File: src/rtl/rtc_hold_pkg.sv
package rtc_hold_pkg;

    localparam int FIELD_W    = 8;
    localparam int NUM_FIELDS = 7;
    localparam int IDX_W      = $clog2(NUM_FIELDS);

    localparam int F_SEC  = 0;
    localparam int F_MIN  = 1;
    localparam int F_HOUR = 2;
    localparam int F_DAY  = 3;
    localparam int F_MON  = 4;
    localparam int F_YEAR = 5;
    localparam int F_CENT = 6;

    localparam int CTRL_HOLD_BIT = 0;
    localparam int CTRL_EDIT_BIT = 1;

    typedef logic [FIELD_W-1:0] bcd_t;
    typedef bcd_t [NUM_FIELDS-1:0] tod_t;

    typedef struct packed {
        logic hold;
        logic edit;
        logic dirty;
        tod_t cnt;
        tod_t usr;
    } hold_state_t;

    function automatic bcd_t bcd_inc(input bcd_t v);
        if (v[3:0] >= 4'd9) return {v[7:4] + 4'd1, 4'h0};
        return v + bcd_t'(1);
    endfunction

    function automatic logic leap_year(input bcd_t yr);
        if (yr[4]) return (yr[3:0] == 4'h2) || (yr[3:0] == 4'h6);
        return (yr[3:0] == 4'h0) || (yr[3:0] == 4'h4) || (yr[3:0] == 4'h8);
    endfunction

    function automatic bcd_t last_day(input bcd_t mon, input bcd_t yr);
        case (mon)
            8'h02:                      return leap_year(yr) ? 8'h29 : 8'h28;
            8'h04, 8'h06, 8'h09, 8'h11: return 8'h30;
            default:                    return 8'h31;
        endcase
    endfunction

endpackage

File: src/rtl/rtc_bcd_field.sv
module rtc_bcd_field
    import rtc_hold_pkg::*;
(
    input  bcd_t cur_i,
    input  bcd_t lo_i,
    input  bcd_t hi_i,
    input  logic cy_i,
    output bcd_t nxt_o,
    output logic cy_o
);

    logic at_top;

    always_comb begin
        at_top = (cur_i >= hi_i);
        cy_o   = cy_i && at_top;
        if (!cy_i)       nxt_o = cur_i;
        else if (at_top) nxt_o = lo_i;
        else             nxt_o = bcd_inc(cur_i);
    end

endmodule

File: src/rtl/rtc_tod_chain.sv
module rtc_tod_chain
    import rtc_hold_pkg::*;
(
    input  tod_t now_i,
    input  logic step_i,
    output tod_t next_o
);

    localparam tod_t LO_BOUND = {8'h00, 8'h00, 8'h01, 8'h01, 8'h00, 8'h00, 8'h00};
    localparam tod_t HI_FIXED = {8'h99, 8'h99, 8'h12, 8'h31, 8'h23, 8'h59, 8'h59};

    tod_t                  hi_bound;
    logic [NUM_FIELDS:0]   cy;

    always_comb begin
        hi_bound        = HI_FIXED;
        hi_bound[F_DAY] = last_day(now_i[F_MON], now_i[F_YEAR]);
    end

    assign cy[0] = step_i;

    for (genvar g = 0; g < NUM_FIELDS; g++) begin : g_field
        rtc_bcd_field u_field (
            .cur_i (now_i[g]),
            .lo_i  (LO_BOUND[g]),
            .hi_i  (hi_bound[g]),
            .cy_i  (cy[g]),
            .nxt_o (next_o[g]),
            .cy_o  (cy[g+1])
        );
    end

    // a carry out of the century field means every field restarted
    always_comb begin
        if (cy[NUM_FIELDS]) begin
            a_r11_full_wrap: assert (next_o == LO_BOUND);
        end
    end

endmodule

File: src/rtl/rtc_hold_regs.sv
module rtc_hold_regs
    import rtc_hold_pkg::*;
#(
    parameter int   ADDR_W    = 3,
    parameter bcd_t RST_YEAR  = 8'h00,
    parameter bcd_t RST_CENT  = 8'h20
) (
    input  logic              clk_i,
    input  logic              rst_ni,
    input  logic              tick_i,
    input  logic [ADDR_W-1:0] addr_i,
    input  logic              wr_en_i,
    input  logic [FIELD_W-1:0] wr_data_i,
    output logic [FIELD_W-1:0] rd_data_o
);

    localparam tod_t RST_TOD = {RST_CENT, RST_YEAR, 8'h01, 8'h01, 8'h00, 8'h00, 8'h00};

    hold_state_t     s_d, s_q;
    tod_t            cnt_step;
    logic            ctrl_sel;
    logic            field_sel;
    logic            field_wr;
    logic            edit_fall;
    logic            load;
    logic [IDX_W-1:0] idx;

    rtc_tod_chain u_chain (
        .now_i  (s_q.cnt),
        .step_i (tick_i),
        .next_o (cnt_step)
    );

    always_comb begin
        s_d       = s_q;
        ctrl_sel  = (addr_i == '0);
        field_sel = !ctrl_sel && (addr_i <= ADDR_W'(NUM_FIELDS));
        idx       = IDX_W'(addr_i - ADDR_W'(1));
        field_wr  = wr_en_i && field_sel && s_q.edit;
        edit_fall = wr_en_i && ctrl_sel && s_q.edit && !wr_data_i[CTRL_EDIT_BIT];
        load      = edit_fall && s_q.dirty;

        s_d.cnt = load ? s_q.usr : cnt_step;

        if (field_wr)                    s_d.usr[idx] = wr_data_i;
        else if (!s_q.hold && !s_q.edit) s_d.usr      = s_q.cnt;

        if (wr_en_i && ctrl_sel) begin
            s_d.hold = wr_data_i[CTRL_HOLD_BIT];
            s_d.edit = wr_data_i[CTRL_EDIT_BIT];
        end

        if (field_wr)       s_d.dirty = 1'b1;
        else if (edit_fall) s_d.dirty = 1'b0;
    end

    always_ff @(posedge clk_i or negedge rst_ni) begin
        if (!rst_ni) begin
            s_q <= '{hold: 1'b0, edit: 1'b0, dirty: 1'b0, cnt: RST_TOD, usr: RST_TOD};
        end else begin
            s_q <= s_d;
        end
    end

    always_comb begin
        if (ctrl_sel) begin
            rd_data_o = '0;
            rd_data_o[CTRL_HOLD_BIT] = s_q.hold;
            rd_data_o[CTRL_EDIT_BIT] = s_q.edit;
        end else if (field_sel) begin
            rd_data_o = s_q.usr[idx];
        end else begin
            rd_data_o = '0;
        end
    end

    a_r2_user_tracks_counters: assert property (@(posedge clk_i) disable iff (!rst_ni)
        (!s_q.hold && !s_q.edit) |=> (s_q.usr == $past(s_q.cnt)));

    a_r3_hold_keeps_user_copy: assert property (@(posedge clk_i) disable iff (!rst_ni)
        (s_q.hold && !s_q.edit) |=> $stable(s_q.usr));

    a_r6_load_copies_user: assert property (@(posedge clk_i) disable iff (!rst_ni)
        load |=> (s_q.cnt == $past(s_q.usr)));

    a_r7_counters_move_on_tick_or_load: assert property (@(posedge clk_i) disable iff (!rst_ni)
        (!tick_i && !load) |=> $stable(s_q.cnt));

    a_r2_tick_moves_seconds: assert property (@(posedge clk_i) disable iff (!rst_ni)
        (tick_i && !load) |=> (s_q.cnt[F_SEC] != $past(s_q.cnt[F_SEC])));

    a_r8_dirty_only_in_edit: assert property (@(posedge clk_i) disable iff (!rst_ni)
        !s_q.edit |-> !s_q.dirty);

endmodule

File: config.mk
export PLATFORM = sky130hd
export DESIGN_NAME = rtc_hold_regs
export DESIGN_NICKNAME = d
export VERILOG_FILES = /design/src/rtl/rtc_hold_pkg.sv /design/src/rtl/rtc_bcd_field.sv /design/src/rtl/rtc_tod_chain.sv /design/src/rtl/rtc_hold_regs.sv
export SDC_FILE = /design/constraint.sdc
export NUM_CORES = 1
export LEC_CHECK = 0
export ABC_AREA = 1
export CAP_MARGIN = 20
export CELL_PAD_IN_SITES_DETAIL_PLACEMENT = 1
export CELL_PAD_IN_SITES_GLOBAL_PLACEMENT = 2
export CORE_MARGIN = 2
export CORE_UTILIZATION = 42
export CTS_CLUSTER_DIAMETER = 120
export DETAILED_ROUTE_END_ITERATION = 6
export DONT_BUFFER_PORTS = 1
export PLACE_DENSITY = 0.95
export SLEW_MARGIN = 20
export SYNTH_ARGS = -nofsm -noshare
export SYNTH_HDL_FRONTEND = slang
export SYNTH_SLANG_ARGS = --single-unit
File: constraint.sdc
create_clock -name clk_i -period 5.1 [get_ports clk_i]
set_clock_uncertainty 0.2 [all_clocks]
set_input_delay 0.51 -clock clk_i [delete_from_list [all_inputs] [get_ports clk_i]]
set_output_delay 0.51 -clock clk_i [all_outputs]
set_load 0.03 [all_outputs]
Word-level counts from Yosys, hierarchy flattened
Index checks and enable logic that the tools add are counted.
Storage, ports and cells
  word-level logic and storage cells: 160
  bits of input ports: 15
  register bits after elaboration: 115
  output and inout bits: 8
Cells by class
  multiplexer cells: 68
  reduce and logical (&&, ||, !) cells: 34
  order comparisons: 17
  add/subtract/negate cells: 15
  equality and inequality tests: 9
Operators by type and width (count)
  $mux W8: 32
  $mux W56: 3
  $add A8 B1 Y8 const B: 7
  $bwmux W56: 1
  $mux W1: 29
  $add A4 B1 Y4 const B: 7
  $ge A4 B4 Y1 const B: 7
  $bmux W8 S3: 1
  $demux W8 S3: 1
  $reduce_bool A2 Y1: 9
  $eq A8 B3 Y1 const B: 2
  $ge A8 B7 Y1 const B: 2
  $ge A8 B8 Y1 const B: 2
  $pmux W8 S2: 1
  $logic_and A1 B1 Y1: 15
  $eq A4 B3 Y1 const B: 2
  $eq A8 B2 Y1 const B: 1
  $eq A8 B4 Y1 const B: 1
  $eq A8 B5 Y1 const B: 1
  $ge A8 B5 Y1 const B: 1
  $ge A8 B6 Y1 const B: 1
  $ge A8 B8 Y1: 1
  $eq A4 B2 Y1 const B: 1
  $eq A4 B4 Y1 const B: 1
  other kinds (9): 14

Longest topological paths before layout
  depth after elaboration: 16
  mapped depth: 18
  mapped depth without buffers: 18

Hierarchy
From an unflattened synthesis, not the netlist that was laid out.
Unflattened totals
  cell total of the unflattened synthesis: 1721
  area, all modules: 10875.4 sq um
By module, submodules not included
  rtc_hold_regs: seq. area each 2885.3 sq um, area each 5931.9 sq um, times used 1, cells an instance 784
  rtc_bcd_field: seq. area each 0.0 sq um, area each 683.2 sq um, times used 7, cells an instance 129
  rtc_tod_chain: seq. area each 0.0 sq um, area each 161.4 sq um, times used 1, cells an instance 34

Least setup slack after synthesis
Ideal clock, no wire load.
  path kind: input to output
  start point: input port addr_i[0]
  end point: output port rd_data_o[4]
  arrival time: 2.434 ns
  cell stages on the path: 8
  path slack: 1.956 ns
  required time: 4.390 ns
  buffers on the path: 1
  cells stage by stage: buf_4 clkinv_1 ha_1 inv_1 nor3_1 inv_1 o221ai_1 nor3_1
On the way
  longest elaborated chain between the ends: 5
  elaborated cells between the ends (all ways): 9
  those cells by class: 1 x add/sub; 1 x order compare; 4 x mux; 3 x reduce/logical
Ends and longest elaborated chain
  start, declared: RTL line rtc_hold_regs.sv:11  | input logic [ADDR_W-1:0] addr_i,
  $sub A3 B1 Y3 / $logic_not A3 Y1 (equally long branches): RTL line rtc_hold_regs.sv:38, rtc_hold_regs.sv:36
  $bmux W8 S3 / $logic_not A1 Y1 (equally long branches): RTL line rtc_hold_regs.sv:71, rtc_hold_regs.sv:37
  $mux W8 (not written as such) / $logic_and A1 B1 Y1 (equally long branches): RTL line rtc_hold_regs.sv:71, rtc_hold_regs.sv:37
  $mux W8: RTL line rtc_hold_regs.sv:70  | end else if (field_sel) begin
  $mux W8 (*): RTL line rtc_hold_regs.sv:66  | if (ctrl_sel) begin
  end, declared: RTL line rtc_hold_regs.sv:14  | output logic [FIELD_W-1:0] rd_data_o
Mark *: on every way between the ends. The rest lies on a longest branch, timed or not. The select of a mux whose other input is x is not followed.

Worst setup path after layout
  start point: register s_q[88] (netlist name)
  end point: register s_q[98] (netlist name)
On the way
  longest elaborated chain between the ends: 7
  elaborated cells between the ends (all ways): 12
  those cells by class: 2 x order compare; 5 x eq/ne; 1 x mux; 4 x reduce/logical
Ends and longest elaborated chain
  start, declared: RTL line rtc_hold_regs.sv:19  | hold_state_t s_d, s_q;
  start signal, assigned: RTL line rtc_hold_regs.sv:59  | s_q <= '{hold: 1'b0, edit: 1'b0, dirty: 1'b0, cnt: RST_TOD, usr: RST_TOD};
  $eq A8 B3 Y1, or another cell as far along: RTL line rtc_hold_pkg.sv:40  | case (mon)
  $reduce_or A4 Y1: RTL line rtc_hold_pkg.sv:40
  $pmux W8 S2: RTL line rtc_hold_pkg.sv:40
  $ge A8 B8 Y1: RTL line rtc_bcd_field.sv:15  | at_top = (cur_i >= hi_i);
  $logic_and A1 B1 Y1: RTL line rtc_bcd_field.sv:16  | cy_o = cy_i && at_top;
  $logic_and A1 B1 Y1 (*): RTL line rtc_bcd_field.sv:16
  $reduce_bool A2 Y1 (no source line) (*)
Mark *: on every way between the ends. The rest lies on a longest branch, timed or not.
A chain may end at the register's enable or synchronous reset.

==> run_results.csv <==
group,metric,value,unit
synth,syn_area,7360,sq um
setup_path,cpLargestDelayFamily,"compound AO/OA/AOI/OAI gates",
cells_and_area,drive_gt1_share,8.56,%
clocking,cts_tree,"yes",
timing,hold_viol_final,0,
pwr,power.density,515,nW/um^2
global_routing,grt.overflow.total,0,
placed_design,gp_congestion,0.818,
setup_path,cpPeakStageDelay,0.56,ns
detailed_routing,routedWlPerCell,20.9,um
floorplanning,die_area,18600,sq um
cells_and_area,finalInstanceArea,8220,sq um
floorplanning,start_util,42.7,%
hold_path,hold_path.class,"input port to flop",
detailed_routing,drc_errors,0,
pwr,pwr-share-comb,33.1,%
setup_path,arrival,3.86,ns
pwr,clkPwrFrac,30.2,%
timing,worst_slew_pin_slew,1.13,ns
clocking,cts_max_path_buffers,2,
pwr,p_sw_share,41.1,%
synth,ys_types,39,
floorplanning,ioPinCount,23,
synth,postSynthAreaPerCell,7.80,sq um
status,status,"complete, no violations",
detailed_routing,num_vias,6810,
floorplanning,fp.dieW,136,um
setup_path,cpMaxStageDelayCell,"dfstp_2",
detailed_routing,vias_per_cell,5.76,
global_routing,grt_pass1_wl,39200,um
timing,period_needed,3.70,ns
synth,ys_seq_area_share,39.2,%
timing,setup_viol,0,
setup_path,critPathRequiredTime,5.26,ns
global_routing,global_route.usage.met1,37.2,%
pwr,peakVddDrop,264,uV
cells_and_area,regMostFlops,"s_q",
placed_design,numPortBuffers,0,
clocking,post_cts_buffers,0,
global_routing,grtUsageTotal,27.9,%
global_routing,use_met2,46.0,%
cells_and_area,largest_reg_flops,115,
synth,synth_area_leaders,"dfrtp_1 37%, nand2_1 11%, ha_1 7.6%",
cells_and_area,reg_top3,"s_q: 115 flops",
pwr,switchingPower,1.74,mW
floorplanning,die_h,136,um
synth,ys_seq_elements,115,
clocking,clk_pin_slew,0.06,ns
clocking,h-tree-depth,4,
setup_path,path_cells,"inv_1 > ha_1 > o21ai_0 > o21ai_0 > a32oi_1 > nand2_1 > inv_1 > ha_1 > nand2_1 > nor3_1 > nand2_1 > nand3_1 > inv_2 > o21bai_2 > buf_4 > nand3_1 > nand2_1",
global_routing,antenna_found_initial,0,
timing,rsz0062_at_grt,"no",
setup_path,crit_fanout,12,
run,drv_cap,0,
cells_and_area,syn2layout_area_growth,11.6,%
global_routing,met3_usage,6.23,%
pwr,seqPwrFrac,36.8,%
clocking,clkLatencyLatePin,0.43,ns
timing,fmax,271,MHz
setup_path,cp.buffers_inverters,4,
cells_and_area,nets,1005,
floorplanning,fp.coreArea,17200,sq um
synth,syn-num-nets,1004,
global_routing,grt_pass1_vias,6973,
placed_design,dpl-instance-area,7550,sq um
detailed_routing,drt.antenna.violating_nets,0,
synth,ys.warnings.count,0,
setup_path,worst_setup_path_end_kind,"flop",
timing,setup_tns,0,ns
global_routing,grt-busiest-layer,"met2",
floorplanning,num_rows,48,
setup_path,crit_path_start_kind,"flop",
setup_path,critPathMostFrequentCell,"nand2_1",
placed_design,dpl.hpwl,17500,um
detailed_routing,finalWirelength,24700,um
synth,synth.largest_area_cell,"dfrtp_1",
detailed_routing,dr.pass1.iters,5,
cells_and_area,antennaDiodeCount,0,
setup_path,worstSetupPathType,"flop to flop",
clocking,cts_buffers,17,
global_routing,grt_max_degree,116,
detailed_routing,drt-initial-drc-count,505,
pwr,intPower,2.49,mW
timing,finalCritPeriodShare,72.5,%
clocking,cts_sinks,115,
timing,max-slew-margin-rel,23.8,%
timing,drv_slew,0,
pwr,power_leakage,3.91,nW
synth,netlist.area_leader.share,37.0,%
clocking,cts_root_buf,"clkbuf_16",
synth,syn_inst,944,
[cells in the mapped netlist (all sizes together)]
cell type  number
o2111ai         2
a32oi           1
nor2           47
or2             1
a21oi          13
nand2         221
xnor2           4
o21ai          79
clkinv          3
nand3b          1
a22oi          40
buf            16
a211oi          2
a31oi           2
dfrtp         109
clkbuf          9
nand4           9
o211ai         18
o22ai          21
nand3         109
xor2           16
o21bai          1
o221ai         15
dfstp           6
ha             45
inv           134
nor3           20
[placed cells by master (no fill, tap or decap), drive strengths merged]
cell type,count
nand2,221
inv,134
dfrtp,109
nand3,109
o21ai,79
nor2,47
ha,45
a22oi,40
o22ai,21
nor3,20
clkbuf,20
o211ai,18
xor2,16
o221ai,15
a21oi,13
nand4,9
clkinv,8
dfstp,6
buf,6
xnor2,4
bufinv,4
clkinvlp,3
o2111ai,2
a211oi,2
a31oi,2
a32oi,1
o21bai,1
nand3b,1
or2,1
dlygate4sd3,1
[per-stage QoR]
step / setup slack (ns) / std cells / util (%) / total power [mW] / hold slack, ns
floorplan: 1.96 / 944 / - / 2.45 / 0.0144
global placement: 1.73 / 1148 / 43.8 / 2.86 / 0.0227
detailed placement: 1.58 / 1149 / 43.8 / 2.90 / 0.0226
CTS: 1.44 / 1183 / 47.6 / 4.23 / 0.00676
global route: 1.16 / 1183 / 47.7 / 4.51 / 0.0214
finish: 1.40 / 1183 / 47.7 / 4.23 / 0.0208
[power groups by stage]
stage          registers (mW)  clock network (mW)  logic, mW
2_1_floorplan            1.41                   0       1.04
3_3_place_gp             1.55                   0       1.31
3_5_place_dp             1.56                   0       1.35
4_1_cts                  1.55                1.29       1.40
5_1_grt                  1.58                1.32       1.60
6_report                 1.56                1.28       1.40
[path summary, 6_finish.rpt]
path,slack [ns],endpoint,depth (start not counted),from
worst max-delay path,1.40,s_q[98]$_DFFE_PN0P_,17,s_q[88]$_DFFE_PN1P_
worst min-delay path,0.02,s_q[19]$_DFFE_PN0P_,2,wr_data_i[3]
worst max register to register,1.40,s_q[98]$_DFFE_PN0P_,17,s_q[88]$_DFFE_PN1P_
worst min register to register,0.32,s_q[90]$_DFFE_PN0P_,2,s_q[34]$_DFFE_PN0P_
max in group asynchronous,3.67,s_q[40]$_DFFE_PN0P_,2,rst_ni
min in group asynchronous,0.43,s_q[105]$_DFFE_PN0P_,2,rst_ni
[logic make-up (layout without fill, tap and decap cells)]
kind of cell | Yosys count | in the layout | share of synthesized area (%)
AO/OA/AOI/OAI | 194 | 194 | 16.6
XOR/XNOR | 20 | 20 | 2.38
adder cells (fa/ha/maj) | 45 | 45 | 7.65
buffers and inverters | 162 | 176 | 8.82
flip-flops | 115 | 115 | 39.2
AND/OR/NAND/NOR | 408 | 408 | 25.4
[metal layers]
metal | share of wire, % | routed length, um
met3 | 5.9 | 1460
met2 | 48 | 11900
met1 | 45 | 11000
met4 | 1.2 | 304
met5 | 0 | 0
[repair_timing]
item,in CTS,in global routing
endpoints found under the setup margin,0,0
resized for setup,0,0
hold buffers,2,0
endpoints found under the hold margin,115,0
[cell type report]
cell class / count / area, sq um
Clock inverter: 12 / 183
Clock buffer: 20 / 437
Fill cell: 2138 / 9020
Timing Repair Buffer: 7 / 75.1
Tap cell: 225 / 282
Multi-Input combinational cell: 667 / 3840
Inverter: 137 / 514
Sequential cell: 115 / 2890
Note: power is estimated with default switching activity, not from simulation.
